===== src/rtl/elem_seq_pkg.sv =====
package elem_seq_pkg;

    typedef enum logic [1:0] {
        S_IDLE = 2'd0,
        S_RUN  = 2'd1,
        S_WAIT = 2'd2,
        S_DONE = 2'd3
    } seq_state_e;

    // bit 0 = lt, bit 1 = gt, bit 2 = eq; selector 3 also means eq
    function automatic logic cond_pick(input logic [2:0] c, input logic [1:0] sel);
        logic r;
        unique case (sel)
            2'd0:    r = c[0];
            2'd1:    r = c[1];
            default: r = c[2];
        endcase
        return r;
    endfunction

endpackage


===== src/rtl/elem_vl_clamp.sv =====
module elem_vl_clamp #(
    parameter int MAX_VL = 64,
    parameter int VL_W   = 7
) (
    input  logic [VL_W-1:0] vl_req,
    output logic [VL_W-1:0] vl_eff
);
    localparam logic [VL_W-1:0] LIMIT = VL_W'(MAX_VL);

    always_comb begin
        vl_eff = (vl_req > LIMIT) ? LIMIT : vl_req;
    end

    always_comb begin
        p_clamp_r5: assert (vl_eff <= LIMIT);
    end
endmodule


===== src/rtl/elem_opnd_idx.sv =====
module elem_opnd_idx #(
    parameter int REG_W = 7,
    parameter int IDX_W = 6
) (
    input  logic [REG_W-1:0] base,
    input  logic             is_vec,
    input  logic [IDX_W-1:0] elem,
    output logic [REG_W-1:0] idx
);
    always_comb begin
        idx = base + (is_vec ? REG_W'(elem) : '0);
    end
endmodule


===== src/rtl/elem_ff_check.sv =====
module elem_ff_check
    import elem_seq_pkg::*;
(
    input  logic [2:0] cond,
    input  logic [1:0] sel,
    input  logic       expect_val,
    output logic       pass
);
    always_comb begin
        pass = (cond_pick(cond, sel) == expect_val);
    end
endmodule


===== src/rtl/elem_seq_fsm.sv =====
module elem_seq_fsm
    import elem_seq_pkg::*;
#(
    parameter int MAX_VL = 64,
    parameter int IDX_W  = 6,
    parameter int VL_W   = 7
) (
    input  logic              clk,
    input  logic              rst_n,
    input  logic              start,
    input  logic [VL_W-1:0]   vl_eff,
    input  logic [MAX_VL-1:0] mask_in,
    input  logic              ff_in,
    input  logic              dvec_q,
    input  logic              issue_ready,
    input  logic              res_valid,
    input  logic              ff_pass,
    output logic              load,
    output logic [IDX_W-1:0]  elem,
    output logic              issue_valid,
    output logic              wr_en,
    output logic              done,
    output logic [VL_W-1:0]   vl_out
);
    seq_state_e        state, state_n;
    logic [IDX_W-1:0]  idx_n;
    logic [VL_W-1:0]   vl_q, vlo_n;
    logic [MAX_VL-1:0] mask_q;
    logic              ff_q;
    logic              last, live;

    always_comb begin
        last = (VL_W'(elem) == (vl_q - VL_W'(1)));
        live = mask_q[elem];
    end

    // next-state and counter logic
    always_comb begin
        state_n = state;
        idx_n   = elem;
        vlo_n   = vl_out;
        unique case (state)
            S_IDLE: begin
                if (start) begin
                    idx_n = '0;
                    if (vl_eff == '0) begin
                        state_n = S_DONE;
                        vlo_n   = '0;
                    end else begin
                        state_n = S_RUN;
                    end
                end
            end
            S_RUN: begin
                if (!live) begin
                    if (last) begin
                        state_n = S_DONE;
                        vlo_n   = vl_q;
                    end else begin
                        idx_n = elem + IDX_W'(1);
                    end
                end else if (issue_ready) begin
                    if (ff_q) begin
                        state_n = S_WAIT;
                    end else if (!dvec_q || last) begin
                        state_n = S_DONE;
                        vlo_n   = vl_q;
                    end else begin
                        idx_n = elem + IDX_W'(1);
                    end
                end
            end
            S_WAIT: begin
                if (res_valid) begin
                    if (!ff_pass) begin
                        state_n = S_DONE;
                        vlo_n   = VL_W'(elem);
                    end else if (!dvec_q || last) begin
                        state_n = S_DONE;
                        vlo_n   = vl_q;
                    end else begin
                        state_n = S_RUN;
                        idx_n   = elem + IDX_W'(1);
                    end
                end
            end
            S_DONE:  state_n = S_IDLE;
            default: state_n = S_IDLE;
        endcase
    end

    // state register
    always_ff @(posedge clk or negedge rst_n) begin
        if (!rst_n) begin
            state  <= S_IDLE;
            elem   <= '0;
            vl_out <= '0;
            vl_q   <= '0;
            mask_q <= '0;
            ff_q   <= 1'b0;
        end else begin
            state  <= state_n;
            elem   <= idx_n;
            vl_out <= vlo_n;
            if (load) begin
                vl_q   <= vl_eff;
                mask_q <= mask_in;
                ff_q   <= ff_in;
            end
        end
    end

    // outputs
    always_comb begin
        load        = (state == S_IDLE) && start;
        issue_valid = (state == S_RUN) && live;
        wr_en       = ((state == S_RUN) && live && issue_ready && !ff_q) ||
                      ((state == S_WAIT) && res_valid && ff_pass);
        done        = (state == S_DONE);
    end

    // order tracking for the checks below
    logic [IDX_W-1:0] prev_elem;
    logic             prev_ok;
    always_ff @(posedge clk or negedge rst_n) begin
        if (!rst_n) begin
            prev_elem <= '0;
            prev_ok   <= 1'b0;
        end else if (load) begin
            prev_ok <= 1'b0;
        end else if (issue_valid && issue_ready) begin
            prev_elem <= elem;
            prev_ok   <= 1'b1;
        end
    end

    p_order_r1: assert property (@(posedge clk) disable iff (!rst_n)
        (issue_valid && prev_ok && !(issue_ready && $past(issue_valid && !issue_ready)))
        |-> (elem > prev_elem || (elem == prev_elem && $past(issue_valid && !issue_ready))));

    p_hold_r7: assert property (@(posedge clk) disable iff (!rst_n)
        (issue_valid && !issue_ready) |=> (issue_valid && $stable(elem)));

    p_scalar_end_r3: assert property (@(posedge clk) disable iff (!rst_n)
        (wr_en && !dvec_q) |=> done);

    p_done_pulse_r9: assert property (@(posedge clk) disable iff (!rst_n)
        done |=> !done);

    p_trunc_r6: assert property (@(posedge clk) disable iff (!rst_n)
        done |-> (vl_out <= vl_q));

    p_zero_vl_r8: assert property (@(posedge clk) disable iff (!rst_n)
        (load && vl_eff == '0) |=> (done && !issue_valid));
endmodule


===== src/rtl/elem_loop_seq.sv =====
module elem_loop_seq #(
    parameter int MAX_VL = 64,
    parameter int REG_W  = 7,
    localparam int IDX_W = $clog2(MAX_VL),
    localparam int VL_W  = $clog2(MAX_VL + 1)
) (
    input  logic              clk,
    input  logic              rst_n,
    input  logic              start,
    input  logic [VL_W-1:0]   vl_in,
    input  logic [REG_W-1:0]  dst_base,
    input  logic [REG_W-1:0]  srca_base,
    input  logic [REG_W-1:0]  srcb_base,
    input  logic              dst_vec,
    input  logic              srca_vec,
    input  logic              srcb_vec,
    input  logic              pred_en,
    input  logic [MAX_VL-1:0] pred_mask,
    input  logic              ff_en,
    input  logic [1:0]        ff_sel,
    input  logic              ff_expect,
    input  logic              issue_ready,
    input  logic              res_valid,
    input  logic [2:0]        res_cond,
    output logic              issue_valid,
    output logic [IDX_W-1:0]  elem_idx,
    output logic [REG_W-1:0]  dst_idx,
    output logic [REG_W-1:0]  srca_idx,
    output logic [REG_W-1:0]  srcb_idx,
    output logic              wr_en,
    output logic              done,
    output logic [VL_W-1:0]   vl_out
);
    localparam int N_OPND = 3;

    logic              load;
    logic [VL_W-1:0]   vl_eff;
    logic [MAX_VL-1:0] mask_eff;
    logic              ff_pass;
    logic [1:0]        sel_q;
    logic              exp_q;

    logic [REG_W-1:0] base_in [N_OPND];
    logic             vec_in  [N_OPND];
    logic [REG_W-1:0] base_q  [N_OPND];
    logic             vec_q   [N_OPND];
    logic [REG_W-1:0] idx_out [N_OPND];

    always_comb begin
        base_in[0] = dst_base;  vec_in[0] = dst_vec;
        base_in[1] = srca_base; vec_in[1] = srca_vec;
        base_in[2] = srcb_base; vec_in[2] = srcb_vec;
        mask_eff   = pred_en ? pred_mask : '1;
    end

    elem_vl_clamp #(.MAX_VL(MAX_VL), .VL_W(VL_W)) u_clamp (
        .vl_req (vl_in),
        .vl_eff (vl_eff)
    );

    for (genvar g = 0; g < N_OPND; g++) begin : g_opnd
        always_ff @(posedge clk or negedge rst_n) begin
            if (!rst_n) begin
                base_q[g] <= '0;
                vec_q[g]  <= 1'b0;
            end else if (load) begin
                base_q[g] <= base_in[g];
                vec_q[g]  <= vec_in[g];
            end
        end

        elem_opnd_idx #(.REG_W(REG_W), .IDX_W(IDX_W)) u_idx (
            .base   (base_q[g]),
            .is_vec (vec_q[g]),
            .elem   (elem_idx),
            .idx    (idx_out[g])
        );

        p_scalar_base_r2: assert property (@(posedge clk) disable iff (!rst_n)
            (issue_valid && !vec_q[g]) |-> (idx_out[g] == base_q[g]));
    end

    always_ff @(posedge clk or negedge rst_n) begin
        if (!rst_n) begin
            sel_q <= '0;
            exp_q <= 1'b0;
        end else if (load) begin
            sel_q <= ff_sel;
            exp_q <= ff_expect;
        end
    end

    elem_ff_check u_ff (
        .cond       (res_cond),
        .sel        (sel_q),
        .expect_val (exp_q),
        .pass       (ff_pass)
    );

    elem_seq_fsm #(.MAX_VL(MAX_VL), .IDX_W(IDX_W), .VL_W(VL_W)) u_fsm (
        .clk         (clk),
        .rst_n       (rst_n),
        .start       (start),
        .vl_eff      (vl_eff),
        .mask_in     (mask_eff),
        .ff_in       (ff_en),
        .dvec_q      (vec_q[0]),
        .issue_ready (issue_ready),
        .res_valid   (res_valid),
        .ff_pass     (ff_pass),
        .load        (load),
        .elem        (elem_idx),
        .issue_valid (issue_valid),
        .wr_en       (wr_en),
        .done        (done),
        .vl_out      (vl_out)
    );

    always_comb begin
        dst_idx  = idx_out[0];
        srca_idx = idx_out[1];
        srcb_idx = idx_out[2];
    end
endmodule


===== config.mk =====
export PLATFORM = sky130hd
export DESIGN_NAME = elem_loop_seq
export DESIGN_NICKNAME = d
export VERILOG_FILES = /design/src/rtl/elem_seq_pkg.sv /design/src/rtl/elem_vl_clamp.sv /design/src/rtl/elem_opnd_idx.sv /design/src/rtl/elem_ff_check.sv /design/src/rtl/elem_seq_fsm.sv /design/src/rtl/elem_loop_seq.sv
export SDC_FILE = /design/constraint.sdc
export NUM_CORES = 1
export LEC_CHECK = 0
export BUFFER_PORTS_ARGS = -buffer_cell sky130_fd_sc_hd__buf_2
export CAP_MARGIN = 20
export CORE_MARGIN = 5
export CORE_UTILIZATION = 50
export DETAILED_ROUTE_END_ITERATION = 6
export GPL_TIMING_DRIVEN = 0
export PLACE_DENSITY_LB_ADDON = 0.1
export SLEW_MARGIN = 40
export SYNTH_ARGS = -nofsm -noshare
export SYNTH_HDL_FRONTEND = slang
export SYNTH_SLANG_ARGS = --single-unit
export TNS_END_PERCENT = 30

===== constraint.sdc =====
create_clock -name clk -period 3.2 [get_ports clk]
set_input_delay 0.64 -clock clk [delete_from_list [all_inputs] [get_ports clk]]
set_output_delay 0.64 -clock clk [all_outputs]
set_load 0.01 [all_outputs]

## After elaboration in Yosys (flattened, before gate mapping)

Cells that the tools add are included.

- Flip-flop bits (word level): 114
- Output and inout bits: 37
- Logic and storage cells: 91
- Input bits: 108

- Equality and inequality tests: 15
- Reduce and logical (&&, ||, !) cells: 17
- Multiplexer cells: 38
- $add $sub $neg: 5
- $lt $le $gt $ge: 2

Operators by type and width:

| cell | count |
|---|---|
| 7-bit 2-to-1 mux | 10 |
| 6-bit 2-to-1 mux | 11 |
| 64-bit 2-to-1 mux | 1 |
| 7-bit adder | 3 |
| 7-bit one-hot mux with 3 select lines | 1 |
| 2-bit 2-to-1 mux | 10 |
| 6-bit one-hot mux with 3 select lines | 1 |
| 7-bit AND reduction | 2 |
| 3-bit != test (second input constant) | 3 |
| 2-bit one-hot mux with 4 select lines | 1 |
| 6-bit by 7-bit == test with 1-bit output | 1 |
| 7-bit > comparator (second input constant) | 1 |
| 7-bit logical NOT | 1 |
| 6-bit by 7-bit less-than comparator with 1-bit output (second input constant) | 1 |
| 7-bit by 1-bit subtractor with 7-bit output (second input constant) | 1 |
| 6-bit by 1-bit adder with 6-bit output (second input constant) | 1 |
| 1-bit binary-select mux with 6-bit select | 1 |
| 1-bit logical AND | 6 |
| 5-bit AND reduction | 1 |
| 2-bit by 1-bit == test with 1-bit output (second input constant) | 2 |
| 2-bit == test (second input constant) | 2 |
| 2-bit logical NOT | 2 |
| 2-bit by 1-bit != test with 1-bit output (second input constant) | 2 |
| 2-bit != test (second input constant) | 2 |
| 8 further kinds | 10 |

## Logic depth before layout (Yosys ltp)

- Word-level depth: 8
- Gate-level depth with buffers: 12

## Hierarchy

From an unflattened synthesis, not the netlist that was laid out.

- Cell total of the unflattened synthesis: 669
- Area, all modules: 7365.8 um^2

By module, submodules not included:

| module | sequential area each (um^2) | instances | cells each | area an instance (um^2) |
|---|---|---|---|---|
| elem_seq_fsm | 2177.1 | 1 | 399 | 4743.3 |
| elem_loop_seq | 675.6 | 1 | 127 | 1536.5 |
| elem_opnd_idx | 0.0 | 3 | 44 | 337.8 |
| elem_vl_clamp | 0.0 | 1 | 7 | 41.3 |
| elem_ff_check | 0.0 | 1 | 4 | 31.3 |

## Worst setup path after synthesis

OpenSTA, ideal clock, no wires.

- Kind: register to output
- Start point: reg u_fsm.elem[0]
- End point: out dst_idx[6]
- Buffers on the path: 2
- Stages on the path, launching flop included: 13
- Path slack: 0.315 ns
- Arrival: 2.245 ns
- Path through: dfrtp_1 > buf_6 > buf_4 > and2_1 > ha_1 > inv_1 > fa_1 > inv_1 > a21oi_1 > o21bai_1 > a21o_1 > a21oi_1 > xnor2_1

- Cells in the longest elaborated chain, start to end: 2

RTL lines:

| element | RTL line | source |
|---|---|---|
| start: declaration | elem_seq_fsm.sv:19 | `output logic [IDX_W-1:0] elem,` |
| start signal: assignment | elem_seq_fsm.sv:103 | `elem <= idx_n;` |
| 6-bit 2-to-1 mux | elem_opnd_idx.sv:11 | `idx = base + (is_vec ? REG_W'(elem) : '0);` |
| 7-bit adder | elem_opnd_idx.sv:11 |  |
| end: declaration | elem_loop_seq.sv:27 | `output logic [REG_W-1:0] dst_idx,` |

Every way passes these cells.

## Worst setup path in the final report

- Start point: reg u_fsm.elem[0]
- End point: out srca_idx[6]

- Cells in the longest elaborated chain, start to end: 2

RTL lines:

| element | RTL line | source |
|---|---|---|
| 6-bit 2-to-1 mux | elem_opnd_idx.sv:11 |  |
| 7-bit adder | elem_opnd_idx.sv:11 |  |
| end: declaration | elem_loop_seq.sv:28 | `output logic [REG_W-1:0] srca_idx,` |

Every way passes these cells.

==> results.yml <==
run_status:
  status: "finished, violations left"
  violations: "negative setup slack"
die:
  initial_core_util_pct: 51.6
  boundaryPins: 145
  rows: 41
  core_area_um2: 12700
  fp.dieH_um: 125
  die_x_um: 125
  die_area_um2: 15500
clock_network:
  clk_path_buf_depth: 2
  root_buffer: "clkbuf_16"
  insertion_delay_ns: 0.42
  clkTransAtPathRegs_ns: 0.06
  cts.sinks: 114
  h-tree-depth: 4
  cts_tree: "yes"
  numCtsBuffers: 17
  cts_hold_buffers: 0
finish:
  fin_cells: 1112
  areaGrowthSynthToFinish_pct: 30.0
  diodes: 0
  final_util_pct: 67.1
  n_fill_cell: 1059
  drive_gt1_share_pct: 28.1
  nNetsFinal: 1063
grt:
  grt_max_degree: 59
  grt_pass1_vias: 6252
  grt_first_pass_wirelength_um: 30700
  grt.met2_usage_pct: 41.6
  use_met3_pct: 6.86
  grt_overflow: 0
  antenna_found_initial: 0
  busiest_layer: "met2"
  met1_usage_pct: 29.8
  track_usage_pct: 24.5
pwr:
  total_power_mw: 7.83
  vdd.ir_drop.worst_mv: 0.474
  power_density_nw_per_um2: 917
  leakagePower_nw: 4.21
logic_synthesis:
  syn_inst: 738
  syn_avg_cell_area_um2: 8.90
  syn_nets: 874
  synthArstFlopShare_pct: 100
  yosys.area.top_type: "dfrtp_1"
  synthFlopType: "dfrtp_1"
  synth-seq-area-share_pct: 43.5
  ys_types: 60
  netlist_area_um2: 6570
  yosys_warnings: 0
  synthTopCellsByCount: "dfrtp_1 (114), nand2_1 (106), inv_1 (101)"
  ys_seq_elements: 114
  synth_top_area_share_pct: 43.5
  yosysMostFrequentCell: "dfrtp_1"
  synth_edf_count: 0
  synthTopCellsByArea: "dfrtp_1 (43%), a31oi_1 (6.3%), nand2_1 (6.1%)"
placed_design:
  post-dp-hpwl_um: 13300
  dp_cells: 1054
  io_buffers: 143
  gp_congestion: 0.850
critical_path:
  crit_arrival_ns: 2.63
  critical-path-top-delay-family: "compound AO/OA/AOI/OAI gates"
  reg2regPathDepth: 9
  path_class: "reg2out"
  cp_num_cells: 13
  critPathMaxFanout: 5
  r2r_start: "u_fsm.elem[5]$_DFFE_PN0P_"
  reg2reg_to: "u_fsm.elem[5]$_DFFE_PN0P_"
  cpPeakStageDelay_ns: 0.46
  cp_slowest_cell: "dfrtp_2"
  startpoint_type: "register"
  crit_required_ns: 2.56
  timing.critical_path.buf_inv: 5
  regToRegSetupSlack_ns: 0.13
  path_cells: "buf_12 -> buf_12 -> and2_1 -> ha_2 -> inv_2 -> fa_2 -> inv_1 -> a21o_1 -> a21oi_2 -> o21bai_1 -> a21oi_2 -> xnor2_1 -> buf_2"
  end_kind: "output port"
min_path:
  hold_path.class: "in2async"
sta:
  worst_slew_pin_slew_ns: 0.715
  setup_tns_ns: -0.141
  slew_headroom_pct: 51.9
  fin_skew_ns: 0.0143
  setup_violations: 4
  drv_slew: 0
  rsz0062_at_grt: "true"
  fin_crit_ns: 3.27
  finalHoldViolCount: 0
  fin_ws_ns: -0.0660
  min_period_over_period_pct: 102
  fmax_ghz: 0.306
drt:
  drcViolationCount: 0
  wire_per_inst_um: 16.8
  vias_per_cell: 5.43
  drt-initial-drc-count: 472
  wl_um: 18700
  ant_nets: 0
  vias: 6034
  first_pass_iters: 5
run:
  drv_cap: 0
[layout make-up]
type	count	area [um^2]	area share [%]
Buffer	41	206	2.42
Clock buffer	19	453	5.31
Clock inverter	13	159	1.86
Inverter	102	388	4.54
Multi-Input combinational cell	479	3240	38.0
Sequential cell	114	2850	33.4
Tap cell	172	215	2.52
Timing Repair Buffer	172	1020	11.9
[logic make-up after synthesis]
kind of cell / after synthesis / share of synthesized area, %
DFF: 114 / 43.5
muxes: 30 / 6.73
AOI/OAI and AO/OA: 160 / 16.3
and+or+nand+nor: 237 / 16.0
adders and majority gates: 28 / 5.68
buffers and inverters: 145 / 8.73
xor gates and xnor gates: 24 / 3.20
[cell usage in the layout (no fill, tap or decap), types with 7 or more instances in the layout]
master     count
xor2_1         9
buf_2        142
a31oi_1       66
a21oi_2       11
inv_1         96
o21bai_1       7
a22oi_1        9
o21ai_0       12
dfrtp_1      113
a21o_1         9
buf_4         24
mux2i_1       12
clkbuf_16     17
and2_1        16
o22ai_1       10
mux4_2        10
ha_1          22
nand2_1      105
xnor2_1       15
nand3b_1       8
nor2_1        74
clkbuf_1      32
[where the power goes]
group / internal, mW / switching (mW) / leakage (nW)
Combinational: 1.43 / 1.87 / 2.65
Sequential: 2.12 / 0.463 / 1.28
Clock: 1.26 / 0.684 / 0.283
Total: 4.82 / 3.01 / 4.21
[sequential cells by signal (all words and copies together) (netlist names)]
name          count
vec_q             3
sel_q             2
exp_q             1
u_fsm.ff_q        1
u_fsm.vl_q        7
u_fsm.elem        6
u_fsm.mask_q     64
u_fsm.state       2
u_fsm.vl_out      7
base_q           21
[metal layers]
layer / wire, um / up-vias
met5: 0 / -
met4: 346 / 0
met3: 1200 / 26
met2: 9460 / 222
met1: 7710 / 2917
li1: - / 2869
[worst max path at each step]
stage | from | to
final | u_fsm.elem[0]$_DFFE_PN0P_ | srca_idx[6]
after global routing | u_fsm.elem[0]$_DFFE_PN0P_ | srca_idx[6]
after CTS | u_fsm.elem[0]$_DFFE_PN0P_ | srcb_idx[6]
after detailed placement | u_fsm.elem[1]$_DFFE_PN0P_ | wr_en
after global placement | u_fsm.elem[1]$_DFFE_PN0P_ | wr_en
after floorplan | u_fsm.elem[0]$_DFFE_PN0P_ | dst_idx[6]
[per-stage QoR]
stage	cell area (um^2)	hold slack, ns	setup slack (ns)
after floorplan	6570	0.344	0.315
after global placement	7500	0.465	-0.0818
after detailed placement	7530	0.470	-0.112
after CTS	8460	0.147	-0.0744
after global routing	8540	0.172	-0.224
final	8540	0.141	-0.0660
[what timing repair did]
action / CTS / global route
cloned: 1 / 0
resized for setup: 37 / 21
pin swaps: 21 / 24
buffers inserted: 21 / 7
endpoints found under the setup margin: 14 / 11
endpoints found under the hold margin: 0 / 0
No activity file was read; power rests on OpenSTA's default activity.
